==> src/rtl/dmac_pkg.sv <==
`timescale 1ns/1ps
package dmac_pkg;
    typedef enum logic [1:0] {
        SEL_CMD  = 2'd0,
        SEL_STAT = 2'd1,
        SEL_BASE = 2'd2,
        SEL_NONE = 2'd3
    } dmac_sel_e;

    localparam logic [7:0] CMD_KEEP_MASK = 8'h09;
    localparam int         CMD_START_BIT = 0;
    localparam int         CMD_DIR_BIT   = 3;
    localparam int         STAT_ACT_BIT  = 0;
    localparam int         STAT_IRQ_BIT  = 2;

    typedef struct packed {
        logic [7:0] cmd;
        logic       active;
        logic       stop_pend;
        logic       start_evt;
        logic       stop_evt;
    } cmd_state_t;
endpackage

==> src/rtl/dmac_cmd_ctl.sv <==
`timescale 1ns/1ps
module dmac_cmd_ctl
    import dmac_pkg::*;
(
    input  logic       clk,
    input  logic       rst_n,
    input  logic       cmd_wr,
    input  logic [7:0] wr_byte,
    input  logic       req_pending,
    input  logic       xfer_busy,
    input  logic       cancel,
    output logic [7:0] cmd_byte,
    output logic       active,
    output logic       start_evt,
    output logic       stop_evt,
    output logic       ptr_load
);
    cmd_state_t st_d, st_q;
    logic       new_start;

    always_comb begin
        st_d           = st_q;
        st_d.start_evt = 1'b0;
        st_d.stop_evt  = 1'b0;
        ptr_load       = 1'b0;
        new_start      = wr_byte[CMD_START_BIT];

        if (cmd_wr) begin
            if (new_start != st_q.cmd[CMD_START_BIT]) begin
                if (new_start) begin
                    ptr_load       = 1'b1;
                    st_d.stop_pend = 1'b0;
                    if (!st_q.active) begin
                        st_d.active    = 1'b1;
                        st_d.start_evt = req_pending;
                    end
                end else if (st_q.active) begin
                    st_d.stop_pend = 1'b1;
                end
            end
            st_d.cmd = wr_byte & CMD_KEEP_MASK;
        end

        if (st_d.stop_pend && !xfer_busy) begin
            st_d.active    = 1'b0;
            st_d.stop_pend = 1'b0;
            st_d.stop_evt  = 1'b1;
        end

        if (cancel && st_q.active) begin
            st_d.active    = 1'b0;
            st_d.stop_pend = 1'b0;
            st_d.start_evt = 1'b0;
            st_d.stop_evt  = 1'b0;
        end
    end

    always_ff @(posedge clk or negedge rst_n) begin
        if (!rst_n) st_q <= '0;
        else        st_q <= st_d;
    end

    assign cmd_byte  = st_q.cmd;
    assign active    = st_q.active;
    assign start_evt = st_q.start_evt;
    assign stop_evt  = st_q.stop_evt;


    start_on_rise_chk: assert property (@(posedge clk) disable iff (!rst_n)
        st_q.start_evt |-> (st_q.active && !$past(st_q.active)));

    no_evt_same_start_chk: assert property (@(posedge clk) disable iff (!rst_n)
        (cmd_wr && (wr_byte[CMD_START_BIT] == st_q.cmd[CMD_START_BIT])) |=> !st_q.start_evt);

    busy_holds_active_chk: assert property (@(posedge clk) disable iff (!rst_n)
        (st_q.active && xfer_busy && !cancel) |=> st_q.active);

    stop_means_idle_chk: assert property (@(posedge clk) disable iff (!rst_n)
        st_q.stop_evt |-> !st_q.active);

    cancel_drops_chk: assert property (@(posedge clk) disable iff (!rst_n)
        (cancel && st_q.active) |=> (!st_q.active && !st_q.stop_evt));
endmodule

==> src/rtl/dmac_base_reg.sv <==
`timescale 1ns/1ps
module dmac_base_reg #(
    parameter int AW = 32
) (
    input  logic                clk,
    input  logic                rst_n,
    input  logic                wr,
    input  logic [$clog2(AW/8)-1:0] off,
    input  logic [1:0]          size,
    input  logic [AW-1:0]       wdata,
    input  logic                ptr_load,
    output logic [AW-1:0]       base,
    output logic [AW-1:0]       ptr
);
    localparam int NBYTES = AW / 8;
    localparam int SH_W   = $clog2(AW);

    typedef struct packed {
        logic [AW-1:0] base;
        logic [AW-1:0] ptr;
    } base_state_t;

    base_state_t   st_d, st_q;
    logic [AW-1:0] lane_mask;
    logic [AW-1:0] wmask;
    logic [AW-1:0] merged;
    logic [SH_W-1:0] shamt;

    always_comb begin
        case (size)
            2'd0:    lane_mask = AW'({8{1'b1}});
            2'd1:    lane_mask = AW'({16{1'b1}});
            default: lane_mask = '1;
        endcase
        shamt  = SH_W'({off, 3'b000});
        wmask  = lane_mask << shamt;
        merged = (st_q.base & ~wmask) | ((wdata << shamt) & wmask);
        merged[1:0] = 2'b00;

        st_d = st_q;
        if (wr)       st_d.base = merged;
        if (ptr_load) st_d.ptr  = st_q.base;
    end

    always_ff @(posedge clk or negedge rst_n) begin
        if (!rst_n) st_q <= '0;
        else        st_q <= st_d;
    end

    assign base = st_q.base;
    assign ptr  = st_q.ptr;


    base_hold_chk: assert property (@(posedge clk) disable iff (!rst_n)
        !wr |=> $stable(st_q.base));

    ptr_hold_chk: assert property (@(posedge clk) disable iff (!rst_n)
        !ptr_load |=> $stable(st_q.ptr));

    if (NBYTES < 1) begin : g_bad_width
        initial $display("dmac_base_reg: AW must be at least 8");
    end
endmodule

==> src/rtl/dmac_irq_stat.sv <==
`timescale 1ns/1ps
module dmac_irq_stat (
    input  logic clk,
    input  logic rst_n,
    input  logic drv_irq,
    input  logic clr_wr,
    output logic flag,
    output logic host_irq
);
    typedef struct packed {
        logic flag;
    } irq_state_t;

    irq_state_t st_d, st_q;

    always_comb begin
        st_d = st_q;
        if (clr_wr)  st_d.flag = 1'b0;
        if (drv_irq) st_d.flag = 1'b1;
    end

    always_ff @(posedge clk or negedge rst_n) begin
        if (!rst_n) st_q <= '0;
        else        st_q <= st_d;
    end

    assign flag     = st_q.flag;
    assign host_irq = drv_irq;


    irq_sets_flag_chk: assert property (@(posedge clk) disable iff (!rst_n)
        drv_irq |=> st_q.flag);

    flag_keep_chk: assert property (@(posedge clk) disable iff (!rst_n)
        (!drv_irq && !clr_wr) |=> $stable(st_q.flag));
endmodule

==> src/rtl/dmac_regs.sv <==
`timescale 1ns/1ps
module dmac_regs
    import dmac_pkg::*;
#(
    parameter int AW = 32
) (
    input  logic          clk,
    input  logic          rst_n,
    input  logic          bus_valid,
    input  logic          bus_write,
    input  logic [1:0]    bus_sel,
    input  logic [1:0]    bus_off,
    input  logic [1:0]    bus_size,
    input  logic [AW-1:0] bus_wdata,
    output logic [AW-1:0] bus_rdata,
    input  logic          req_pending,
    input  logic          xfer_busy,
    input  logic          cancel,
    input  logic          drv_irq,
    output logic          host_irq,
    output logic          chan_active,
    output logic          xfer_dir,
    output logic [AW-1:0] tbl_ptr,
    output logic          start_evt,
    output logic          stop_evt
);
    localparam int SH_W = $clog2(AW);

    dmac_sel_e     sel;
    logic          cmd_wr, stat_wr, base_wr, rd;
    logic [7:0]    cmd_byte;
    logic          ptr_load;
    logic          irq_flag;
    logic [AW-1:0] base;
    logic [AW-1:0] rd_mask;
    logic [7:0]    stat_byte;
    logic [SH_W-1:0] rd_sh;

    always_comb begin
        sel     = dmac_sel_e'(bus_sel);
        cmd_wr  = bus_valid && bus_write && (sel == SEL_CMD);
        stat_wr = bus_valid && bus_write && (sel == SEL_STAT) && bus_wdata[STAT_IRQ_BIT];
        base_wr = bus_valid && bus_write && (sel == SEL_BASE);
        rd      = bus_valid && !bus_write;
    end

    dmac_cmd_ctl u_cmd (
        .clk         (clk),
        .rst_n       (rst_n),
        .cmd_wr      (cmd_wr),
        .wr_byte     (bus_wdata[7:0]),
        .req_pending (req_pending),
        .xfer_busy   (xfer_busy),
        .cancel      (cancel),
        .cmd_byte    (cmd_byte),
        .active      (chan_active),
        .start_evt   (start_evt),
        .stop_evt    (stop_evt),
        .ptr_load    (ptr_load)
    );

    dmac_base_reg #(.AW(AW)) u_base (
        .clk      (clk),
        .rst_n    (rst_n),
        .wr       (base_wr),
        .off      (bus_off[$clog2(AW/8)-1:0]),
        .size     (bus_size),
        .wdata    (bus_wdata),
        .ptr_load (ptr_load),
        .base     (base),
        .ptr      (tbl_ptr)
    );

    dmac_irq_stat u_irq (
        .clk      (clk),
        .rst_n    (rst_n),
        .drv_irq  (drv_irq),
        .clr_wr   (stat_wr),
        .flag     (irq_flag),
        .host_irq (host_irq)
    );

    always_comb begin
        stat_byte               = '0;
        stat_byte[STAT_ACT_BIT] = chan_active;
        stat_byte[STAT_IRQ_BIT] = irq_flag;
        case (bus_size)
            2'd0:    rd_mask = AW'({8{1'b1}});
            2'd1:    rd_mask = AW'({16{1'b1}});
            default: rd_mask = '1;
        endcase
        rd_sh     = SH_W'({bus_off, 3'b000});
        bus_rdata = '0;
        if (rd) begin
            case (sel)
                SEL_CMD:  bus_rdata = AW'(cmd_byte);
                SEL_STAT: bus_rdata = AW'(stat_byte);
                SEL_BASE: bus_rdata = (base >> rd_sh) & rd_mask;
                default:  bus_rdata = '0;
            endcase
        end
    end

    assign xfer_dir = cmd_byte[CMD_DIR_BIT];


    cmd_dir_follow_chk: assert property (@(posedge clk) disable iff (!rst_n)
        cmd_wr |=> (xfer_dir == $past(bus_wdata[CMD_DIR_BIT])));

    idle_read_zero_chk: assert property (@(posedge clk) disable iff (!rst_n)
        !rd |-> (bus_rdata == '0));
endmodule

==> config.mk <==
export PLATFORM = sky130hd
export DESIGN_NAME = dmac_regs
export DESIGN_NICKNAME = d
export VERILOG_FILES = /design/src/rtl/dmac_pkg.sv /design/src/rtl/dmac_cmd_ctl.sv /design/src/rtl/dmac_base_reg.sv /design/src/rtl/dmac_irq_stat.sv /design/src/rtl/dmac_regs.sv
export SDC_FILE = /design/constraint.sdc
export NUM_CORES = 1
export LEC_CHECK = 0
export BUFFER_PORTS_ARGS = -buffer_cell sky130_fd_sc_hd__buf_2
export CORE_MARGIN = 5
export CORE_UTILIZATION = 40
export DETAILED_ROUTE_END_ITERATION = 6
export MAX_ROUTING_LAYER = met4
export PLACE_DENSITY = 0.67
export SLEW_MARGIN = 20
export SYNTH_ARGS = -nofsm -noshare
export SYNTH_HDL_FRONTEND = slang
export SYNTH_SLANG_ARGS = --single-unit
==> constraint.sdc <==
create_clock -name clk -period 1.3 [get_ports clk]
set_clock_uncertainty 0.05 [all_clocks]
set_input_delay 0 -clock clk [delete_from_list [all_inputs] [get_ports clk]]
set_output_delay 0 -clock clk [all_outputs]
set_load 0.01 [all_outputs]
==> Word-level counts from Yosys, hierarchy flattened <==
Index checks and enable logic that the tools add are counted.
{ "totals": {"register_bits": 67, "word_cells": 55} }
{ "classes": {"n_eq_ne": 4, "shift": 3, "n_mux": 18, "n_bitwise": 5, "n_reduce_logical": 17} }
{ "op_table": {"columns": ["operator", "n"], "rows": [
  ["bitwise AND 32 bit", 3],
  ["case mux 32 bit (3 select lines)", 1],
  ["case mux 32 bit (2 select lines)", 1],
  ["<< shifter 32 x 5 -> 32 bit", 2],
  ["2-to-1 mux 32 bit", 1],
  ["inverter 32 bit", 1],
  ["OR 32 bit", 1],
  ["right shift 32 x 5 -> 32 bit", 1],
  ["2-to-1 mux 1 bit", 11],
  ["nonzero test 3 bit", 3],
  ["logical AND 1 bit", 8],
  ["2-to-1 mux 3 bit", 2],
  ["equality test 2 x 1 -> 1 bit, second input constant", 2],
  ["zero test 2 bit", 2],
  ["2-to-1 mux 4 bit", 1],
  ["AND reduction 3 bit", 1],
  ["equality test 2 bit, second input constant", 1],
  ["zero test 1 bit", 2],
  ["2-to-1 mux 2 bit", 1],
  ["nonzero test 2 bit", 1],
  ["inequality test 1 bit", 1]
]} }

==> Logic depth before layout (Yosys ltp) <==
Gate-level depths: netlist of the first run.
{ "logic_depth": {"word_depth": 7, "mapped_depth": 6} }

==> Hierarchy <==
Synthesis of the first run repeated with hierarchy kept, for this count alone.
{ "unflattened": {"hier_cells": 329, "area_unflattened_um2": 4002.6} }
{ "modules_own_cells": {"columns": ["module", "n_inst", "cells_each", "area_each_um2", "seq_area_each_um2"], "rows": [
  ["dmac_base_reg", 1, 186, 2790.2, 1501.4],
  ["dmac_regs", 1, 106, 828.3, 0.0],
  ["dmac_cmd_ctl", 1, 33, 340.3, 150.1],
  ["dmac_irq_stat", 1, 4, 43.8, 25.0]
]} }

==> Worst setup path before layout of the first run <==
No wires, ideal clock.
{ "synth_path": {"path_type": "register -> register", "start": "register u_cmd.st_q (netlist bit u_cmd.cmd_byte[0])", "end": "register u_base.st_q (netlist bit u_base.ptr[10])", "setup_ps": 125, "arrival_ps": 1138, "path_slack_ps": -12, "stages_incl_launch_ff": 6, "n_path_buf": 1, "synth_period_minus_slack_ps": 1312, "cell_sequence": "dfrtp_1 inv_1 ha_1 nand2_1 buf_2 mux2_2"} }
{ "synth_via": {"elab_chain_cells": 3} }
{ "synth_lines": {"columns": ["element", "line_no", "source"], "rows": [
  ["start, declared", "dmac_cmd_ctl.sv:18", "cmd_state_t st_d, st_q;"],
  ["start signal, assigned", "dmac_cmd_ctl.sv:60", "else st_q <= st_d;"],
  ["inequality test 1 bit", "dmac_cmd_ctl.sv:29", "if (new_start != st_q.cmd[CMD_START_BIT]) begin"],
  ["2-to-1 mux 1 bit", "dmac_cmd_ctl.sv:29", null],
  ["2-to-1 mux 1 bit", "dmac_cmd_ctl.sv:28", "if (cmd_wr) begin"],
  ["end signal, assigned", "dmac_base_reg.sv:47", "else st_q <= st_d;"],
  ["end, declared", "dmac_base_reg.sv:23", "base_state_t st_d, st_q;"]
]} }
Every way passes these cells.
A chain may end at the register's enable or synchronous reset.

==> results of run 1 <==
## worst max path at each step
stage,startpoint,end,slack [ns],cells after the start
5_1_grt,flop,bus_rdata[3],-0.42,4
3_5_place_dp,u_cmd.cmd_byte[0],u_base.ptr[8],-0.12,5
2_1_floorplan,u_cmd.cmd_byte[0],u_base.ptr[10],-0.01,5
3_3_place_gp,u_cmd.cmd_byte[0],u_base.ptr[21],-0.08,5
6_report,flop,bus_rdata[3],-0.33,4
4_1_cts,flop,bus_rdata[3],-0.33,4
## worst max-delay path: stages (launching register included)
cell and delay [ns]:
dfrtp_1 0.38, mux4_2 0.50, mux2i_1 0.16, nor3_1 0.06, buf_2 0.14
## through the flow
stage / total power, mW / setup slack [ns]
final: 7.37 / -0.327
after global routing: 7.72 / -0.419
after CTS: 7.13 / -0.326
after detailed placement: 4.72 / -0.116
after global placement: 4.67 / -0.0790
after floorplan: 3.90 / -0.0124
## logic make-up after synthesis
family	Yosys count	synth area share (%)
AND/OR/NAND/NOR	66	10.8
buffers and inverters	26	4.13
other	1	0.0982
AO/OA/AOI/OAI	36	7.15
flip-flops	67	43.9
multiplexers	105	33.5
adder cells (fa/ha/maj)	1	0.328
## cell type report
type / instances / share of cell area [%]
clock inverters: 4 / 0.795
inverters: 3 / 0.251
flip-flops and latches: 67 / 28.1
well taps: 129 / 2.70
clock buffers: 12 / 2.76
multi-input cells: 210 / 39.3
repair buffers: 219 / 26.2
## per-layer routing
layer	up-vias	share of wire (%)	GRT usage (%)
met5	-	0	-
met4	0	1.5	6.49
met3	12	6.1	4.74
li1	1529	-	-
met2	136	50	36.4
met1	1737	42	27.2
## where the power goes
| part | switching (mW) | leakage [nW] | internal [mW] |
|---|---|---|---|
| clock | 0.819 | 0.108 | 1.04 |
| combinational | 1.07 | 2.04 | 1.54 |
| sequential | 0.343 | 0.864 | 2.56 |
| total | 2.23 | 3.01 | 5.14 |
## cell usage after synthesis (2+ instances only)
master / instances
nand2_1: 15
a211oi_1: 8
a22oi_1: 4
and2_1: 9
buf_2: 12
dfrtp_1: 67
o2bb2ai_1: 9
a21oi_1: 3
mux4_2: 9
mux2i_1: 21
mux2_4: 6
buf_6: 4
inv_1: 3
nor2b_1: 6
nand2b_1: 3
buf_4: 4
clkbuf_1: 2
and4bb_2: 2
nor2_1: 15
nor3_4: 2
mux2_2: 69
nand4bb_1: 2
o21ai_0: 3
nor3_1: 2
## what timing repair did
action                     4_1_cts  5_1_grt
setup endpoints to repair       53       65
pin swaps                       17        8
cloned                           3        0
setup buffers                   22       11
hold buffers                    21        0
gates resized for setup         61       39
hold endpoints to repair        88        0
==> key figures, run 1 <==
Floorplanning
  • Row cnt: 35
  • Initial core utilization: 41.1%
  • I/O pin total: 115
  • Core ar.: 9280 sq um
  • Die Height: 108 microns
  • Die Span X: 108 microns
  • Die area: 11600 sq um

Min path
  • Worst Hold Class: in -> reg
  • Hold Path Stages: 3
  • Hold Path Origin: bus_wdata[11]

Detailed routing
  • DRT antenna net count: 0
  • Vias per cell: 5.30
  • Vias: 3414
  • DR DRC count: 0
  • WL final: 12600 microns
  • Initial DRC count: 216
  • Pre-antenna DRT Iters: 4
  • DR WL/cell: 19.5 microns

Setup path
  • Critical path class: reg -> out
  • R2r setup slk: -0.08 ns
  • RR Endpoint: u_base.ptr[2]
  • Worst EP required: 1.25 ns
  • CP startpoint kind: flop
  • Arrival time at the worst endpoint: 1.58 ns
  • Reg2reg path depth: 5
  • Crit Path Max Fanout: 2
  • FF-to-FF Start: u_cmd.cmd_byte[0]
  • Critical path endpoint category: primary output

Cells and area
  • Commonest non-fill, non-tap cell in the layout: buf_2
  • Commonest cells after routing, fill and taps aside: 108 x buf_2, 77 x buf_4, 66 x dfrtp_1
  • Number of nets in the layout: 557
  • Util after Layout: 64.4%
  • Layout fillers: 702
  • N_diodes: 0
  • Area of the multi-input gates: 2350 sq um
  • Non-filler cells, final: 644
  • Storage element area: 1680 sq um
  • Fin area: 5980 sq um
  • Synthesis-to-finish area growth: 56.7%
  • Ratio of cells with drive above 1 in the final layout: 67.6%

Logic synthesis
  • Post-synth ARST share: 100%
  • Register area share after synthesis: 43.9%
  • Synth warn: 0
  • Cell taking the most area after synthesis: dfrtp_1
  • Area share of the largest cell type after synthesis: 43.9%
  • Netlist Area Pre-Place: 3820 sq um
  • Unique cell type count in the Yosys netlist: 46
  • Average cell area after synthesis: 12.6 sq um
  • Mapped Cells: 302
  • Number of synthesized flops with an enable pin: 0
  • Main synth FF type: dfrtp_1
  • Area contributors post-synth: dfrtp_1 44%, mux2_2 20%, mux2i_1 5.5%, mux4_2 5.3%, mux2_4 2.4%
  • Flops & latches, synth: 67

Clock tree
  • Cts bufs inserted: 9
  • CTS tree: done
  • Clock Tree Buf Depth: 2
  • Clock transition at path regs: 0.07 ns
  • CTS HTree Levels: 3
  • Worst skew pair latency: 0.35 ns
  • Clk root buf: clkbuf_8
  • Clock sink count: 67

Run status
  • Status: complete, but fails checks
  • Failing checks: negative setup slack

Power and ir drop
  • VDD IR max: 577 uV
  • Leakage power: 3.01 nW
  • PD cells: 1230 nW/um^2

Global routing
  • All-Layer GR Usage: 22.0%
  • Largest net degree at the start of global routing: 68
  • Number of global-route vias before repair: 3601
  • GRT overflow: 0
  • First-pass GRT wire length: 19000 microns
  • Initial antenna violation count: 0

Placed design
  • Final HPWL DP: 8110 microns
  • Area of placed instances: 4840 sq um
  • Placed insts: 573
  • Gpl congestion: 0.884
  • IO Port Bufs: 112

Timing
  • Max Fclk: 615 MHz
  • Setup ws final: -0.327 ns
  • Slew Viols, Final: 0
  • Setup violators final: 49
  • Crit share post-route: 125%
  • RSZ-0062 raised after global routing: yes
  • Min Tclk post-route: 1.63 ns
  • Hold Fails Final Rpt: 0
  • Worst hold margin: 0.00950 ns
  • TNS Setup: -3.93 ns

Flow run
  • MaxCap Viol Count: 0
No activity file was read; power rests on OpenSTA's default activity.
==> run 2, diff against run 1 <==
Settings changed: RECOVER_POWER from default to 50.
==> run 2 against run 1 <==
Effect of this change:
- the flow still finishes with violations (negative setup slack)
- register-to-register slack worse by 0.03 ns
- critical path depth unchanged
- sequential share of layout area is 0.082 points higher
- largest power group unchanged
- flip-flop and latch count unchanged
- sequential power is essentially flat
- core utilization down 0.19 points
- clock-buffer cell count is the same
==> key figures, run 2 (synthesis results as in run 1) <==
Setup path
  • Max stage delay cell, worst path: mux4_2
  • CP peak stage delay: 0.50 ns
  • Critical path endpoint category: primary output
  • Worst EP required: 1.25 ns
  • Crit Path Max Fanout: 2
  • CP startpoint kind: flop
  • Critical path class: reg -> out
  • Arrival time at the worst endpoint: 1.59 ns
  • WP buf/inv: 1
  • CP cell instances: mux4_2 -> mux2i_1 -> nor3_1 -> buf_2
  • Top Family by Delay on Critical Path: multiplexers
  • R2r setup slk: -0.11 ns

Placed design
  • Dpl ws: -0.116 ns
  • Final HPWL DP: 8110 microns
  • IO Port Bufs: 112
  • Gpl congestion: 0.884

Power and ir drop
  • PD cells: 1240 nW/um^2
  • Flop pwr share: 39.4%
  • Pint: 5.13 mW
  • Leakage power: 2.99 nW
  • Net Sw Frac: 30.4%
  • VDD IR max: 577 uV
  • Clock share of power: 25.3%
  • Sw power: 2.24 mW
  • Logic pwr share: 35.3%

Cells and area
  • Synthesis-to-finish area growth: 56.2%
  • Commonest cells after routing, fill and taps aside: 104 x buf_2, 78 x buf_4, 66 x dfrtp_1
  • Number of nets in the layout: 557
  • Layout fillers: 707
  • N_diodes: 0
  • Ratio of cells with drive above 1 in the final layout: 66.6%
  • Util after Layout: 64.2%
  • Commonest non-fill, non-tap cell in the layout: buf_2

Timing
  • Max Fclk: 612 MHz
  • Hold Fails Final Rpt: 0
  • Least-Margin Pin Slew: 0.863 ns
  • RSZ-0062 raised after global routing: yes
  • Setup violators final: 49
  • Max-slew headroom: 42.5%
  • Min Tclk post-route: 1.64 ns
  • Crit share post-route: 126%
  • Setup ws final: -0.335 ns
  • Slew Viols, Final: 0

Flow run
  • MaxCap Viol Count: 0

Floorplanning
  • Die area: 11600 sq um
  • Initial core utilization: 41.1%
  • I/O pin total: 115
  • Die Span X: 108 microns
  • Core ar.: 9280 sq um
  • Die Height: 108 microns
  • Row cnt: 35

Clock tree
  • Clock sink count: 67
  • Clock Tree Buf Depth: 2
  • Worst skew pair latency: 0.36 ns
  • Clk root buf: clkbuf_8
  • CTS tree: done
  • Cts bufs inserted: 9
  • CTS HTree Levels: 3
  • Clock transition at path regs: 0.07 ns

Detailed routing
  • DRT antenna net count: 0
  • Initial DRC count: 228
  • Vias: 3435
  • Vias per cell: 5.33
  • WL final: 12600 microns
  • Pre-antenna DRT Iters: 4
  • DR WL/cell: 19.5 microns
  • DR DRC count: 0

Global routing
  • Initial antenna violation count: 0
  • Largest net degree at the start of global routing: 68
  • GRT overflow: 0
  • All-Layer GR Usage: 22.0%
  • Number of global-route vias before repair: 3601
  • First-pass GRT wire length: 19000 microns

Run status
  • Failing checks: negative setup slack
  • Status: complete, but fails checks

Min path
  • Worst Hold Class: in -> reg
## run 2: cell count changes in the layout (fill, tap and decap cells not counted)
cell      previous run  this run
buf_2              108       104
clkbuf_1             0         4
buf_12               5         4
buf_4               77        78
inv_1                0         1
inv_2                2         1
## run 2: worst paths after layout
path,from,endpoint,cells past startpoint
setup / recovery,flop,bus_rdata[3],4
hold / removal,bus_wdata[11],flop,3
setup reg to reg,u_cmd.cmd_byte[0],u_base.ptr[2],5
hold reg to reg,u_base.ptr[9],u_base.ptr[9],1
max in group asynchronous,rst_n,u_cmd.active,3
min in group asynchronous,rst_n,u_base.ptr[6],3
## run 2: power by group through the flow
stage / clock [mW] / combinational, mW / sequential, mW
after floorplan: 0 / 0.921 / 2.98
after global placement: 0 / 1.74 / 2.93
after detailed placement: 0 / 1.77 / 2.94
after CTS: 1.88 / 2.38 / 2.87
after global routing: 1.98 / 2.77 / 2.96
final: 1.87 / 2.60 / 2.90
## run 2: final cells by class
type | count | area [sq um] | share of cell area (%)
multi-input combinational | 210 | 2350 | 39.4
inverter | 3 | 15.0 | 0.252
sequential | 67 | 1680 | 28.1
tap | 129 | 161 | 2.71
clock inverter | 4 | 47.5 | 0.797
clock buffer | 12 | 165 | 2.77
timing repair buffer | 219 | 1550 | 25.9
## run 2: repair_timing
action	CTS	global route
endpoints found under the setup margin	53	65
gates cloned	3	0
endpoints found under the hold margin	88	0
pin swaps	17	8
gates resized for setup	61	39
buffers inserted	22	11
hold buffers	21	0
## run 2: tightest hold or removal path, stage by stage
cell and delay [ns]:
buf_2 0.09, mux2_2 0.15, mux2_2 0.13
## run 2: layer usage
layer,share of wire [%],GRT usage [%],vias up
met4,1.6,6.49,0
li1,-,-,1530
met3,5.5,4.74,15
met5,0,-,-
met1,42,27.2,1766
met2,50,36.4,124
## run 2: metrics by stage
step	total power [mW]	cells	setup TNS (ns)	area [sq um]	hold WS, ns
after global routing	7.71	644	-7.47	5960	0.00676
after global placement	4.67	573	-2.86	4840	-0.00314
final	7.37	644	-5.07	5960	0.00408
after detailed placement	4.72	573	-3.84	4840	-0.0000519
after CTS	7.13	634	-3.40	5730	0.00744
after floorplan	3.90	303	-0.373	3820	-0.346
==> run 3, diff against run 2 <==
Settings changed: PLACE_DENSITY 0.67 to 0.72.
==> run 3 against run 2 <==
Effect of this change:
- the flow still finishes with violations (negative setup slack)
- hold slack improved by 0.012 ns
- highest routed layer unchanged
- critical path type unchanged
- largest power group unchanged
- combinational power rose by 3%
- first-iteration DRC count fell by 43%
==> key figures, run 3 (synthesis results as in run 1) <==
Power and ir drop
  • VDD IR max: 643 uV
  • Design Power: 7.74 mW
  • Leakage power: 3.04 nW
  • PD cells: 1280 nW/um^2

Placed design
  • Gpl congestion: 0.849
  • Dpl ws: -0.105 ns
  • Final HPWL DP: 8060 microns
  • IO Port Bufs: 112

Setup path
  • FF-to-FF Start: u_cmd.cmd_byte[0]
  • CP startpoint kind: flop
  • Arrival time at the worst endpoint: 1.60 ns
  • Crit Path Max Fanout: 2
  • Critical path class: reg -> out
  • R2r setup slk: -0.08 ns
  • Worst EP required: 1.25 ns
  • Critical path endpoint category: primary output

Detailed routing
  • DR DRC count: 0
  • WL final: 12200 microns
  • Pre-antenna DRT Iters: 4
  • Vias: 3383
  • Vias per cell: 5.20
  • Initial DRC count: 131
  • DRT antenna net count: 0
  • DR WL/cell: 18.8 microns

Cells and area
  • N_diodes: 0
  • Commonest cells after routing, fill and taps aside: 105 x buf_2, 81 x buf_4, 66 x dfrtp_1
  • Number of nets in the layout: 563
  • Synthesis-to-finish area growth: 58.1%
  • Commonest non-fill, non-tap cell in the layout: buf_2
  • Ratio of cells with drive above 1 in the final layout: 66.8%
  • Util after Layout: 65.0%

Floorplanning
  • Die Span X: 108 microns
  • Row cnt: 35
  • Die Height: 108 microns
  • Initial core utilization: 41.1%
  • Die area: 11600 sq um
  • Core ar.: 9280 sq um
  • I/O pin total: 115

Clock tree
  • Clock transition at path regs: 0.08 ns
  • Cts bufs inserted: 9
  • Clock sink count: 67
  • Worst skew pair latency: 0.35 ns
  • Clock Tree Buf Depth: 2
  • CTS tree: done
  • Clk root buf: clkbuf_8
  • CTS HTree Levels: 3

Timing
  • Slew Viols, Final: 0
  • TNS Setup: -4.16 ns
  • Least-Margin Pin Slew: 0.936 ns
  • Hold Fails Final Rpt: 0
  • RSZ-0062 raised after global routing: yes
  • Worst hold margin: 0.0157 ns
  • Crit share post-route: 127%
  • Setup violators final: 50
  • Setup ws final: -0.354 ns
  • Max Fclk: 605 MHz
  • Max-slew headroom: 37.6%
  • Min Tclk post-route: 1.65 ns

Run status
  • Status: complete, but fails checks
  • Failing checks: negative setup slack

Global routing
  • GRT overflow: 0
  • Largest net degree at the start of global routing: 68
  • Number of global-route vias before repair: 3594
  • First-pass GRT wire length: 19000 microns
  • All-Layer GR Usage: 21.9%
  • Initial antenna violation count: 0

Min path
  • Hold Path Origin: bus_wdata[8]
  • Worst Hold Class: in -> reg

Flow run
  • MaxCap Viol Count: 0
## run 3: changes by cell type in the layout (fill, tap and decap cells not counted), sizes merged
cell,before,now
buf,193,199
bufinv,1,3
clkbuf,17,15
clkinv,2,1
inv,2,3
## run 3: timing repair
action	CTS	global route
setup endpoints to repair	51	63
endpoints found under the hold margin	91	0
gates resized for setup	43	69
cloned	3	0
pin swaps	18	8
buffers inserted	30	9
hold buffers	21	0
## run 3: routing by layer
metal | vias up | GRT usage, % | routed length [microns]
met5 | - | - | 0
met4 | 0 | 6.22 | 174
met3 | 17 | 5.10 | 844
met2 | 116 | 35.8 | 6050
met1 | 1705 | 27.3 | 5160
li1 | 1545 | - | -
## run 3: critical path, stage by stage, from the launching register on
cell and delay (ns):
dfrtp_1 0.39, mux4_2 0.51, mux2i_1 0.15, nor3_1 0.07
buf_2 0.13
## run 3: power breakdown
| part | leakage [nW] | internal [mW] | switching [mW] |
|---|---|---|---|
| clock | 0.113 | 1.28 | 0.849 |
| sequential | 0.864 | 2.56 | 0.368 |
| combinational | 2.06 | 1.62 | 1.06 |
## run 3: worst paths after layout
| kind | endpoint | cells past startpoint |
|---|---|---|
| worst min register to register | u_base.ptr[3] | 1 |
| worst min-delay path | flop | 3 |
| min in group asynchronous | u_base.ptr[27] | 3 |
| worst max register to register | u_base.ptr[10] | 5 |
| max in group asynchronous | u_cmd.active | 3 |
| worst max-delay path | bus_rdata[3] | 4 |
## run 3: cell type report
class                      instances  area, sq um
sequential                        67         1680
timing repair buffer             225         1570
clock inverter                     6          114
fill                             718         3250
tap                              129          161
clock buffer                      10          128
inverter                           3         11.3
multi-input combinational        210         2380
## run 3: through the flow
step,instance area [sq um],instances
floorplan,3820,303
global placement,4850,576
detailed placement,4850,576
CTS,5760,645
global route,6040,650
finish,6040,650
